==> config.mk <==
export PLATFORM = sky130hd
export DESIGN_NAME = irq_hub
export DESIGN_NICKNAME = d
export VERILOG_FILES = /design/src/rtl/irq_hub_pkg.sv /design/src/rtl/irq_hub_status.sv /design/src/rtl/irq_hub_enable.sv /design/src/rtl/irq_hub_vector.sv /design/src/rtl/irq_hub.sv
export SDC_FILE = /design/constraint.sdc
export NUM_CORES = 1
export LEC_CHECK = 0
export BUFFER_PORTS_ARGS = -buffer_cell sky130_fd_sc_hd__buf_2
export CORE_ASPECT_RATIO = 1.75
export CORE_MARGIN = 2
export CORE_UTILIZATION = 50
export DETAILED_ROUTE_END_ITERATION = 7
export PLACE_DENSITY = 0.75
export SYNTH_ARGS = -nofsm -noshare
export SYNTH_HDL_FRONTEND = slang
export SYNTH_SLANG_ARGS = --single-unit
export TNS_END_PERCENT = 30
==> constraint.sdc <==
create_clock -name clk -period 2.2 [get_ports clk]
set_input_delay 0.44 -clock clk [delete_from_list [all_inputs] [get_ports clk]]
set_output_delay 0.44 -clock clk [all_outputs]
set_load 0.05 [all_outputs]
==> src/rtl/irq_hub_pkg.sv <==
`timescale 1ns/1ps
package irq_hub_pkg;
    localparam int REG_W = 32;

    typedef enum logic [2:0] {
        SEL_STAT  = 3'd0,
        SEL_PEND  = 3'd1,
        SEL_ENAB  = 3'd2,
        SEL_ACK   = 3'd3,
        SEL_SETEN = 3'd4,
        SEL_CLREN = 3'd5,
        SEL_VEC   = 3'd6,
        SEL_CTRL  = 3'd7
    } reg_sel_e;

    typedef struct packed {
        logic     valid;
        reg_sel_e sel;
    } wr_cmd_t;

    typedef struct packed {
        logic capture_en;
        logic out_en;
    } master_t;

    function automatic wr_cmd_t make_cmd(input logic we, input logic hit, input logic [2:0] word);
        wr_cmd_t c;
        c.valid = we && hit;
        c.sel   = reg_sel_e'(word);
        return c;
    endfunction
endpackage

==> src/rtl/irq_hub_status.sv <==
`timescale 1ns/1ps
module irq_hub_status
    import irq_hub_pkg::*;
#(
    parameter int               NSRC      = 32,
    parameter logic [NSRC-1:0]  EDGE_MASK = '0
) (
    input  logic            clk,
    input  logic            rst,
    input  logic [NSRC-1:0] src,
    input  wr_cmd_t         cmd,
    input  logic [NSRC-1:0] wdata,
    input  logic            capture_en,
    output logic [NSRC-1:0] stat_q
);
    logic [NSRC-1:0] prev_q;
    logic [NSRC-1:0] rise;
    logic [NSRC-1:0] base;
    logic [NSRC-1:0] nxt;

    assign rise = src & ~prev_q;

    always_comb begin
        base = stat_q;
        if (cmd.valid && cmd.sel == SEL_STAT) base = wdata;
        if (cmd.valid && cmd.sel == SEL_ACK)  base = stat_q & ~wdata;
        nxt = base;
        if (capture_en)
            nxt = ((base | rise) & EDGE_MASK) | (src & ~EDGE_MASK);
    end

    always_ff @(posedge clk) begin
        if (rst) begin
            stat_q <= '0;
            prev_q <= '0;
        end else begin
            stat_q <= nxt;
            prev_q <= src;
        end
    end
endmodule

==> src/rtl/irq_hub_enable.sv <==
`timescale 1ns/1ps
module irq_hub_enable
    import irq_hub_pkg::*;
#(
    parameter int NSRC = 32
) (
    input  logic            clk,
    input  logic            rst,
    input  wr_cmd_t         cmd,
    input  logic [NSRC-1:0] wdata,
    output logic [NSRC-1:0] en_q,
    output master_t         mst_q
);
    always_ff @(posedge clk) begin
        if (rst) begin
            en_q  <= '0;
            mst_q <= '0;
        end else if (cmd.valid) begin
            unique case (cmd.sel)
                SEL_ENAB:  en_q  <= wdata;
                SEL_SETEN: en_q  <= en_q | wdata;
                SEL_CLREN: en_q  <= en_q & ~wdata;
                SEL_CTRL:  mst_q <= master_t'(wdata[1:0]);
                default: ;
            endcase
        end
    end
endmodule

==> src/rtl/irq_hub_vector.sv <==
`timescale 1ns/1ps
module irq_hub_vector #(
    parameter int NSRC  = 32,
    parameter int IDX_W = (NSRC > 1) ? $clog2(NSRC) : 1
) (
    input  logic [NSRC-1:0]  pend,
    output logic             vld,
    output logic [IDX_W-1:0] idx
);
    always_comb begin
        vld = 1'b0;
        idx = '0;
        for (int i = NSRC - 1; i >= 0; i--) begin
            if (pend[i]) begin
                vld = 1'b1;
                idx = IDX_W'(i);
            end
        end
    end
endmodule

==> src/rtl/irq_hub.sv <==
`timescale 1ns/1ps
module irq_hub
    import irq_hub_pkg::*;
#(
    parameter int               NSRC      = 32,
    parameter logic [NSRC-1:0]  EDGE_MASK = '0,
    parameter int               ADDR_W    = 8
) (
    input  logic              clk,
    input  logic              rst,
    input  logic [NSRC-1:0]   irq_src,
    input  logic              bus_we,
    input  logic [ADDR_W-1:0] bus_addr,
    input  logic [REG_W-1:0]  bus_wdata,
    output logic [REG_W-1:0]  bus_rdata,
    output logic              irq_out
);
    localparam int IDX_W = (NSRC > 1) ? $clog2(NSRC) : 1;

    logic            hit;
    wr_cmd_t         cmd;
    logic [NSRC-1:0] stat_q;
    logic [NSRC-1:0] en_q;
    master_t         mst_q;
    logic [NSRC-1:0] pend;
    logic            vec_vld;
    logic [IDX_W-1:0] vec_idx;

    assign hit = (bus_addr[1:0] == 2'b00) && (bus_addr[ADDR_W-1:5] == '0);
    assign cmd = make_cmd(bus_we, hit, bus_addr[4:2]);

    irq_hub_status #(.NSRC(NSRC), .EDGE_MASK(EDGE_MASK)) u_stat (
        .clk(clk), .rst(rst), .src(irq_src), .cmd(cmd),
        .wdata(bus_wdata[NSRC-1:0]), .capture_en(mst_q.capture_en), .stat_q(stat_q)
    );

    irq_hub_enable #(.NSRC(NSRC)) u_en (
        .clk(clk), .rst(rst), .cmd(cmd), .wdata(bus_wdata[NSRC-1:0]),
        .en_q(en_q), .mst_q(mst_q)
    );

    assign pend = stat_q & en_q;

    irq_hub_vector #(.NSRC(NSRC), .IDX_W(IDX_W)) u_vec (
        .pend(pend), .vld(vec_vld), .idx(vec_idx)
    );

    assign irq_out = mst_q.out_en && mst_q.capture_en && (pend != '0);

    always_comb begin
        bus_rdata = '0;
        if (hit) begin
            unique case (reg_sel_e'(bus_addr[4:2]))
                SEL_STAT: bus_rdata[NSRC-1:0] = stat_q;
                SEL_PEND: bus_rdata[NSRC-1:0] = pend;
                SEL_ENAB: bus_rdata[NSRC-1:0] = en_q;
                SEL_VEC: begin
                    if (vec_vld) bus_rdata[IDX_W-1:0] = vec_idx;
                    else         bus_rdata = '1;
                end
                SEL_CTRL: bus_rdata[1:0] = mst_q;
                default: ;
            endcase
        end
    end
endmodule

---- Word-level counts from Yosys, hierarchy flattened ----
Index checks and enable logic that the tools add are counted.
Widths: inputs -> output; s select.
storage, ports and cells
  bits in writable memories ............... 0
  latch bits .............................. 0
  ROM bits ................................ 0
  register bits ........................... 66
  memories ................................ 0
  output and inout bits ................... 33
operators by class
  add/sub/neg operators ................... 0
  order comparisons ....................... 0
  mux-type cells .......................... 73
  reduce and logical (&&, ||, !) cells .... 14
  div/mod/pow operators ................... 0
  multipliers ............................. 0
  bitwise operators ....................... 5
  shift-type cells ........................ 0
  equality and inequality tests ........... 7
operator list
  operator            number
  $mux 5              33
  $mux 32             4
  $pmux 30 s4         1
  $and 32x32->32      3
  $pmux 32 s3         1
  $mux 1              32
  $not 32->32         1
  $or 32x32->32       1
  $reduce_bool 32->1  1
  $mux 27             1
  $eq 3x3->1 const B  4
  $pmux 2 s5          1
  $eq 3x2->1 const B  2
  $logic_and 1x1->1   6
  $logic_not 3->1     2
  $reduce_bool 3->1   2
  $reduce_and 2->1    2
  $eq 3x1->1 const B  1
  $logic_not 2->1     1

---- Longest topological paths before layout ----
Gate-level depths: netlist of the first run.
  word-level depth ........................ 36
  mapped depth ............................ 8

---- Modules after synthesis ----
A second synthesis of the first run with hierarchy kept.
unflattened totals
  cells, all modules ...................... 617
  area total of the unflattened synthesis .. 5007.3 um^2
by module, submodules not included
  module          sequential area each (um^2)  area each (um^2)  cells an instance  times used
  irq_hub_status  640.6                        2006.9            222                1
  irq_hub_enable  680.7                        1321.3            118                1
  irq_hub         0.0                          1308.8            212                1
  irq_hub_vector  0.0                          370.4             65                 1

---- Least setup slack after synthesis of the first run ----
No wires, ideal clock.
  path kind ............................... register to output
  start ................................... register u_en.en_q[18]
  end ..................................... output port bus_rdata[0]
  setup slack ............................. -0.664 ns
  arrival ................................. 2.424 ns
  stages on the path, launching flop included .. 7
  cells stage by stage .................... dfxtp_1 > a22oi_2 > nand4_1 > nor4_4 > a311o_1 > a21oi_1 > nor3_1
between the ends
  word-level cells in the longest chain between the ends .. 23
ends and longest elaborated chain
  item                                             RTL line              RTL
  start, declared                                  irq_hub_enable.sv:11  output logic [NSRC-1:0] en_q,
  start signal, assigned                           irq_hub_enable.sv:20  SEL_ENAB: en_q <= wdata;
  start signal, assigned                           irq_hub_enable.sv:21  SEL_SETEN: en_q <= en_q | wdata;
  start signal, assigned                           irq_hub_enable.sv:22  SEL_CLREN: en_q <= en_q & ~wdata;
  $and 32x32->32 (*)                               irq_hub.sv:42         assign pend = stat_q & en_q;
  $mux 5 or $mux 1 (tied branches) (19 in series)  irq_hub_vector.sv:14  if (pend[i]) begin
  $mux 5 (*)                                       irq_hub.sv:58         if (vec_vld) bus_rdata[IDX_W-1:0] = vec_idx;
  $pmux 2 s5 (*)                                   irq_hub.sv:53         unique case (reg_sel_e'(bus_addr[4:2]))
  $mux 32 (*)                                      irq_hub.sv:52         if (hit) begin
  end, declared                                    irq_hub.sv:15         output logic [REG_W-1:0] bus_rdata,
Every way passes the cells marked *; elsewhere a longest branch is shown, timed or not.

---- Worst setup path after layout of the first run ----
  start ................................... register u_en.en_q[1]
  end ..................................... output port bus_rdata[14]
between the ends
  word-level cells in the longest chain between the ends .. 6
ends and longest elaborated chain
  item                  RTL line
  $and 32x32->32        irq_hub.sv:42
  $mux 1 (2 in series)  irq_hub_vector.sv:14
  $mux 27               irq_hub.sv:58
  $pmux 30 s4           irq_hub.sv:53
  $mux 32               irq_hub.sv:52
Every way passes these cells.

==> results.sh, run 1 <==
export IMPL_outcome="complete, but fails checks"
export IMPL_violations="negative setup slack"
export IMPL_nets=904
export IMPL_dr_pass1_iters=6
export IMPL_drc=0
export IMPL_path_max_fanout=7
export IMPL_grt_use_total_pct=33.7
export IMPL_crit_path_top_delay_cell="a222oi_1"
export IMPL_cap_viol_max_count=0
export IMPL_cpLargestDelayFamily="simple AND/OR/NAND/NOR gates"
export IMPL_vdd_drop_max_v=0.000405
export IMPL_most_common_layout_cells="buf_4 (103), o21ai_0 (78), buf_2 (75), nor2_1 (74)"
export IMPL_placed_cells=936
export IMPL_met3_length_mm=1.03
export IMPL_syn2layout_area_growth_pct=44.7
export IMPL_timing_final_ws_setup_ns=-0.520
export IMPL_route_met2_wl_mm=9.67
export IMPL_min_period_ns=2.72
export IMPL_maxSlewViolCount=0
export IMPL_start_kind="flip-flop"
export IMPL_pin_count=108
export IMPL_syn_area_um2=4750
export IMPL_fp_dieW_um=77.7
export IMPL_overflow=0
export IMPL_path_clk_slew_ns=0.06
export IMPL_port_buffers=107
export IMPL_place_hpwl_mm=12.2
export IMPL_htreeDepth=3
export IMPL_wl_per_cell_um=18.7
export IMPL_critPathBufInv=3
export IMPL_syn_area_per_cell_um2=7.28
export IMPL_final_common_cell="buf_4"
export IMPL_drt_iter0_markers=565
export IMPL_cts_root_buffer="clkbuf_16"
export IMPL_syn_num_nets=728
export IMPL_start_util_pct=50.8
export IMPL_hold_path_class="primary input to flip-flop"
export IMPL_dieArea_um2=10300
export IMPL_clock_sinks=66
export IMPL_p_leak_uw=0.00264
export IMPL_highest_layer="met4"
export IMPL_grt_max_degree=67
export IMPL_clk_latency_ns=0.34
export IMPL_required_ns=1.76
export IMPL_rows=47
export IMPL_path_class="flip-flop to output port"
export IMPL_synth_top_area_cell="dfxtp_1"
export IMPL_netlist_instances=653
export IMPL_fmax_ghz=0.368
export IMPL_end_kind="output port"
export IMPL_r2r_start="u_en.mst_q[1]"
export IMPL_whs_ns=0.357
export IMPL_ys_seq_area_share_pct=27.8
export IMPL_yosysUniqueCellTypes=54
export IMPL_fillCellCount=715
export IMPL_worstPathCellList="a222oi_1 -> buf_4 -> and4_4 -> nand2_4 -> nor2_4 -> nand2_8 -> buf_12 -> a21oi_4 -> buf_6"
export IMPL_r2r_slack_ns=0.35
export IMPL_synth_async_sr_flop_share_pct=0
export IMPL_layout_drive_gt1_share_pct=36.9
export IMPL_power_density_nw_per_um2=451
export IMPL_min_from="irq_src[1]"
export IMPL_numCtsBuffers=9
export IMPL_arrival_ns=2.28
export IMPL_cts_buffer_depth=2
export IMPL_cts_tree="built"
export IMPL_coreArea_um2=9350
export IMPL_hold_buffers=0
export IMPL_skew_ns=0.00429
export IMPL_slowest_delay_ns=0.36
export IMPL_antenna_found_initial=0
export IMPL_period_share_pct=124
export IMPL_ys_ff_latch=66
export IMPL_synth_flop_cell="dfxtp_1"
export IMPL_vias=5880
export IMPL_slew_headroom_pct=56.7
export IMPL_vias_per_cell=6.15
export IMPL_rsz0062_at_grt="true"
export IMPL_synth_area_leaders="dfxtp_1 (28%), o21ai_0 (8.2%), mux2i_1 (6.5%)"
export IMPL_postRouteAntennaNets=0
export IMPL_synth_edff_count=0
export IMPL_fp_dieH_um=133
export IMPL_wl_met1_mm=6.10
export IMPL_final_cells=956
export IMPL_grt_pass1_wl_mm=27.8
export IMPL_grt_pass1_vias=6010
export IMPL_hold_viol_final=0
export IMPL_crit_start="u_en.en_q[1]"
export IMPL_place_congestion=0.920
export IMPL_synth_top_area_share_pct=27.8
export IMPL_drt_wl_total_mm=17.9
export IMPL_n_antenna_cell=0
export IMPL_setup_viol=33
export IMPL_ys_warn_count=0
export IMPL_worst_slew_pin_slew_ns=0.650
-- layout make-up --
type                       instances  area (um2)  share of cell area [%]
timing repair buffer             215        1630                    23.6
multi-input combinational        534        3440                    50.1
tap                              122         153                    2.22
clock buffer                      11         243                    3.53
inverter                           3        11.3                   0.164
clock inverter                     5        77.6                    1.13
sequential                        66        1330                    19.3
-- worst min-delay path, delay by kind of cell --
family                 cells  cell delay, ns
AO/OA/AOI/OAI              1            0.06
buffers and inverters      1            0.09
AND/OR/NAND/NOR            1            0.06
-- synth_stat cells (4+ instances only) --
library cell	number
a21oi_2	12
o21ai_1	22
and3_1	4
nor2_1	76
a31oi_1	4
o21ai_0	78
a22oi_2	4
a22o_1	5
dfxtp_1	66
buf_6	5
nand2_1	63
a21oi_1	58
or2_2	26
mux2i_1	31
nand3_1	7
buf_2	8
nand2b_1	32
nor2b_1	36
a32oi_1	33
buf_4	4
clkbuf_1	30
a22oi_1	7
-- state kept, by name, summed over array words and instances (netlist names) --
signal,count
u_en.mst_q,2
u_en.en_q,32
u_stat.stat_q,32
-- kinds of logic after synthesis --
family	Yosys count	share of synthesized area [%]
simple gates	262	27.9
compound gates	240	32.0
buf+inv	53	5.53
flops	66	27.8
mux	32	6.76
-- repair_timing --
item | in CTS | in global routing
resized for setup | 73 | 23
buffers inserted | 3 | 1
endpoints found under the hold margin | 0 | 0
endpoints found under the setup margin | 33 | 33
pin swaps | 4 | 9
-- power breakdown --
group	switching [uW]	leakage, uW	internal [uW]
Clock	557	0.000156	1020
Combinational	199	0.00195	128
Sequential	2.82	0.000533	1200
-- path summary, 6_finish.rpt --
kind	end	depth (start not counted)
worst max register to register	u_stat.stat_q[16]	5
worst min register to register	u_en.mst_q[0]	2
worst min-delay path	u_stat.stat_q[1]	3
worst max-delay path	bus_rdata[14]	9
-- per-stage QoR --
stage	util, %	cell area (um2)	total power [uW]	worst slack [ns]	TNS (ns)
floorplan	-	4830	1370	-0.273	-4.77
global placement	65.7	6140	1520	-0.250	-7.51
detailed placement	65.7	6140	1530	-0.288	-8.91
CTS	72.1	6740	3090	-0.541	-16.43
global route	73.6	6880	3170	-0.611	-18.42
finish	73.6	6880	3100	-0.520	-15.50
-- metal layers --
metal | vias up | track usage, %
met5 | - | 0
met4 | 0 | 23.5
met3 | 97 | 6.48
met2 | 304 | 62.7
met1 | 2777 | 32.0
li1 | 2702 | -
(Power assumes the default switching activity.)
==> run 2: changes to the inputs <==
Settings changed: CORE_MARGIN 2 to not set, MAX_ROUTING_LAYER set to met4.
==> run 2 against run 1 <==
The run still ends with negative setup slack left. Die area fell by 4.0%. Core utilization rose by 0.79 points. Clock skew up 0.0044 ns. Register-to-register slack better by 0.18 ns. Non-clock buffer count rose by 2. Critical endpoint is now bus_rdata[15]. Sequential share of layout area is 0.23 points higher. Largest power group unchanged. Critical path depth unchanged. Worst hold slack improved by 0.0079 ns.
==> results.sh, run 2 (same netlist as run 1, synthesis figures left out) <==
export IMPL_outcome="complete, but fails checks"
export IMPL_violations="negative setup slack"
export IMPL_clock_sinks=66
export IMPL_clk_latency_ns=0.34
export IMPL_antenna_found_initial=0
export IMPL_p_leak_uw=0.00265
export IMPL_most_common_layout_cells="buf_4 (105), o21ai_0 (78), nor2_1 (74), buf_2 (74), nand2_1 (63)"
export IMPL_numCtsBuffers=9
export IMPL_whs_ns=0.365
export IMPL_final_common_cell="buf_4"
export IMPL_power_density_nw_per_um2=463
export IMPL_pin_count=108
export IMPL_place_congestion=0.912
export IMPL_required_ns=1.76
export IMPL_rsz0062_at_grt="true"
export IMPL_utilization_pct=74.4
export IMPL_port_buffers=107
export IMPL_syn2layout_area_growth_pct=43.2
export IMPL_end_kind="output port"
export IMPL_postRouteAntennaNets=0
export IMPL_min_period_ns=2.77
export IMPL_grt_use_total_pct=37.1
export IMPL_drc=0
export IMPL_setup_tns_ns=-15.95
export IMPL_rows=46
export IMPL_period_share_pct=126
export IMPL_grt_pass1_wl_mm=27.0
export IMPL_skew_ns=0.00873
export IMPL_layout_drive_gt1_share_pct=37.9
export IMPL_drt_iter0_markers=496
export IMPL_largestRegisters="u_en.en_q: 32 flops, u_stat.stat_q: 32 flops, u_en.mst_q: 2 flops"
export IMPL_path_max_fanout=11
export IMPL_hold_path_class="primary input to flip-flop"
export IMPL_path_clk_slew_ns=0.06
export IMPL_n_antenna_cell=0
export IMPL_grt_max_degree=67
export IMPL_hold_buffers=0
export IMPL_cts_root_buffer="clkbuf_16"
export IMPL_wl_per_cell_um=18.4
export IMPL_maxSlewViolCount=0
export IMPL_grt_pass1_vias=5904
export IMPL_vias_per_cell=6.14
export IMPL_arrival_ns=2.33
export IMPL_hold_viol_final=0
export IMPL_setup_viol=33
export IMPL_drt_wl_total_mm=17.6
export IMPL_start_util_pct=52.0
export IMPL_vias=5866
export IMPL_cap_viol_max_count=0
export IMPL_r2r_start="u_en.mst_q[1]"
export IMPL_fp_dieW_um=75.7
export IMPL_nets=906
export IMPL_cts_buffer_depth=2
export IMPL_timing_final_ws_setup_ns=-0.574
export IMPL_cts_tree="built"
export IMPL_fp_dieH_um=131
export IMPL_htreeDepth=3
export IMPL_slew_headroom_pct=56.8
export IMPL_place_hpwl_mm=11.9
export IMPL_dieArea_um2=9920
export IMPL_worst_slew_pin_slew_ns=0.648
export IMPL_dr_pass1_iters=7
export IMPL_total_power_uw=3150
export IMPL_fmax_ghz=0.361
export IMPL_start_kind="flip-flop"
export IMPL_crit_start="u_en.en_q[1]"
export IMPL_path_class="flip-flop to output port"
export IMPL_vdd_drop_max_v=0.000457
export IMPL_coreArea_um2=9150
export IMPL_overflow=0
export IMPL_min_from="irq_src[0]"
[run 2: cell types whose count changed in the layout (fill, tap and decap cells not counted), moves of 2 or more]
cell / change
a21oi_1: -3
a21oi_2: +17
clkbuf_8: +2
buf_8: +3
a21oi_4: -14
nor2b_1: -2
buf_4: +2
buf_12: -3
[run 2: critical path, cell delays in order (launching register included)]
cell and delay (ns):
dfxtp_2 0.32, a222oi_1 0.43, buf_4 0.20, and4_4 0.24
nand2_4 0.06, nor2_4 0.11, nand2_4 0.08, buf_6 0.17
a21oi_2 0.19, buf_6 0.18
[run 2: final cells by class]
class	count	area, um2
multi-input cells	534	3350
fillers	698	2340
well taps	120	150
flip-flops and latches	66	1330
inverters	3	11.3
clock inverters	4	72.6
clock buffers	12	267
repair buffers	217	1630
[run 2: timing repair]
action	in CTS	in global routing
endpoints found under the setup margin	33	33
pin swaps	8	4
endpoints found under the hold margin	0	0
resized for setup	70	27
buffers inserted	2	2
[run 2: layer usage]
layer	global-route usage, %	share of wire (%)
met1	36.7	35
met2	64.3	53
met3	6.44	6.5
met4	25.4	5.7
met5	-	0
[run 2: final timing paths]
| check | end | slack, ns | depth (start not counted) |
|---|---|---|---|
| max | bus_rdata[15] | -0.57 | 9 |
| min | u_stat.stat_q[0] | 0.36 | 3 |
| max reg2reg | u_stat.stat_q[21] | 0.53 | 5 |
| min reg2reg | u_en.mst_q[0] | 0.49 | 2 |
[run 2: report_power, final]
group	total [uW]	switching (uW)	internal (uW)
registers	1200	2.77	1200
clock network	1640	554	1080
logic	312	193	118
total	3150	750	2400
[run 2: through the flow]
step / area (um2) / setup slack (ns) / cells
after floorplan: 4830 / -0.273 / 653
after global placement: 6110 / -0.258 / 936
after detailed placement: 6110 / -0.260 / 936
after CTS: 6690 / -0.521 / 954
after global routing: 6810 / -0.717 / 956
final: 6810 / -0.574 / 956
==> run 3: changes to the inputs <==
Settings changed: CORE_MARGIN set to 5, PLACE_DENSITY 0.75 to 0.77.
Clock period 2.2 ns to 3 ns, I/O delays scaled along.
==> run 3 against run 2 <==
The flow now finishes without violations. Critical path depth shrank 1. Sequential share of layout area up 3.7 points. Cell area is 16% lower. Core utilization is 14 points lower. Critical endpoint is now bus_rdata[31]. Largest power group unchanged.
==> results.sh, run 3 (same netlist as run 1, synthesis figures left out) <==
export IMPL_outcome="finished, final reports clean"
export IMPL_postRouteAntennaNets=0
export IMPL_grt_use_total_pct=26.6
export IMPL_slowest_delay_ns=0.36
export IMPL_hold_path_class="flip-flop to flip-flop"
export IMPL_layout_drive_gt1_share_pct=26.9
export IMPL_drt_iter0_markers=517
export IMPL_syn2layout_area_growth_pct=20.3
export IMPL_place_hpwl_mm=11.1
export IMPL_grt_pass1_wl_mm=24.7
export IMPL_min_to="u_en.mst_q[0]"
export IMPL_cap_viol_max_count=0
export IMPL_fp_dieW_um=83.7
export IMPL_power_density_nw_per_um2=356
export IMPL_setup_viol=0
export IMPL_final_common_cell="buf_2"
export IMPL_most_common_layout_cells="buf_2 (94), o21ai_0 (78), nor2_1 (75), dfxtp_1 (64), nand2_1 (63)"
export IMPL_fillCellCount=863
export IMPL_nets=820
export IMPL_r2r_slack_ns=0.91
export IMPL_drt_wl_total_mm=15.4
export IMPL_power_switching_uw=505
export IMPL_power_frac_clock_pct=46.8
export IMPL_grt_max_degree=33
export IMPL_place_congestion=0.952
export IMPL_crit_path_top_delay_cell="a222oi_1"
export IMPL_largestRegisters="u_en.en_q: 32 flops, u_stat.stat_q: 32 flops, u_en.mst_q: 2 flops"
export IMPL_path_max_fanout=27
export IMPL_dr_pass1_iters=5
export IMPL_start_kind="flip-flop"
export IMPL_vdd_drop_max_v=0.000295
export IMPL_rsz0062_at_grt="true"
export IMPL_rows=47
export IMPL_coreArea_um2=9410
export IMPL_port_buffers=107
export IMPL_min_from="u_en.mst_q[0]"
export IMPL_end_kind="output port"
export IMPL_whs_ns=0.476
export IMPL_p_comb_share_pct=9.9
export IMPL_wl_per_cell_um=17.6
export IMPL_cpLargestDelayFamily="simple AND/OR/NAND/NOR gates"
export IMPL_drc=0
export IMPL_utilization_pct=60.8
export IMPL_seqCellArea_um2=1320
export IMPL_vias_per_cell=6.12
export IMPL_maxSlewViolCount=0
export IMPL_skew_ns=0.00181
export IMPL_hold_viol_final=0
export IMPL_start_util_pct=50.5
export IMPL_required_ns=2.40
export IMPL_cts_buffer_depth=2
export IMPL_period_share_pct=99.1
export IMPL_overflow=0
export IMPL_multi_input_area_um2=3200
export IMPL_r2r_cells=5
export IMPL_fmax_ghz=0.336
export IMPL_min_period_ns=2.97
export IMPL_arrival_ns=2.37
export IMPL_r2r_start="u_en.mst_q[1]"
export IMPL_cts_tree="built"
export IMPL_hold_depth=2
export IMPL_timing_rr_end="u_stat.stat_q[22]"
export IMPL_placed_cells=854
export IMPL_pin_count=108
export IMPL_clock_sinks=66
export IMPL_grt_pass1_vias=5269
export IMPL_intPower_uw=1530
export IMPL_cts_root_buffer="clkbuf_16"
export IMPL_numCtsBuffers=9
export IMPL_setup_tns_ns=0
export IMPL_clk_latency_ns=0.33
export IMPL_critPathBufInv=2
export IMPL_p_seq_share_pct=43.4
export IMPL_fp_dieH_um=139
export IMPL_slew_headroom_pct=53.1
export IMPL_htreeDepth=3
export IMPL_antenna_found_initial=1
export IMPL_p_leak_uw=0.00212
export IMPL_dieArea_um2=11600
export IMPL_sw_frac_of_total_pct=24.8
export IMPL_worstPathCellList="a222oi_1 -> buf_4 -> and4_1 -> nand2_2 -> nor2_4 -> nand2_8 -> a21oi_1 -> clkbuf_4"
export IMPL_path_class="flip-flop to output port"
export IMPL_final_cells=873
export IMPL_vias=5340
export IMPL_path_clk_slew_ns=0.05
export IMPL_worst_slew_pin_slew_ns=0.702
-- run 3: final cells by class --
class	count	share of cell area, %
Antenna cell	1	0.0438
Clock buffer	13	4.38
Sequential cell	66	23.2
Clock inverter	3	0.263
Timing Repair Buffer	131	13.3
Tap cell	122	2.67
Inverter	3	0.197
Multi-Input combinational cell	534	56.0
-- run 3: how the worst max path moves through the flow --
stage,slack [ns],cells past startpoint,start,endpoint
2_1_floorplan,0.09,8,bus_addr[2],bus_rdata[13]
3_3_place_gp,0.29,9,bus_addr[2],bus_rdata[0]
3_5_place_dp,0.21,9,bus_addr[2],bus_rdata[0]
4_1_cts,-0.05,7,u_en.en_q[1],bus_rdata[24]
5_1_grt,-0.04,8,u_stat.stat_q[1],bus_rdata[25]
6_report,0.03,8,u_stat.stat_q[1],bus_rdata[31]
-- run 3: what timing repair did --
action	4_1_cts	5_1_grt
buffers inserted	0	2
setup endpoints to repair	14	29
gates resized for setup	1	24
gates cloned	0	0
hold buffers	0	0
pin swaps	0	4
-- run 3: worst reg2reg max path, cell delays in order, from the launching register on --
cell and delay [ns]:
dfxtp_2 0.49, buf_4 0.33, nor2_2 0.61, buf_4 0.36
o21ai_0 0.12, o21ai_0 0.10
-- run 3: per-stage QoR --
| step | worst slack [ns] | area [um2] | power, uW |
|---|---|---|---|
| 6_report | 0.0257 | 5720 | 2030 |
| 5_1_grt | -0.0364 | 5720 | 2100 |
| 4_1_cts | -0.0498 | 5640 | 2040 |
| 3_5_place_dp | 0.207 | 5380 | 1100 |
| 3_3_place_gp | 0.287 | 5380 | 1090 |
| 2_1_floorplan | 0.0874 | 4760 | 998 |
-- run 3: power by group through the flow --
stage | clock (uW) | combinational [uW] | sequential, uW
2_1_floorplan | 0 | 98.6 | 900
3_3_place_gp | 0 | 189 | 901
3_5_place_dp | 0 | 196 | 901
4_1_cts | 956 | 197 | 882
5_1_grt | 996 | 218 | 882
6_report | 951 | 200 | 882
-- run 3: routing by layer --
| metal | part of all wire (%) | global-route usage, % | vias to the layer above | wire (um) |
|---|---|---|---|---|
| met5 | 0 | - | - | 0 |
| met4 | 5.3 | 15.6 | 0 | 813 |
| met3 | 6.4 | 3.98 | 76 | 988 |
| met2 | 52 | 46.9 | 261 | 8040 |
| met1 | 36 | 27.6 | 2466 | 5530 |
| li1 | - | - | 2537 | - |
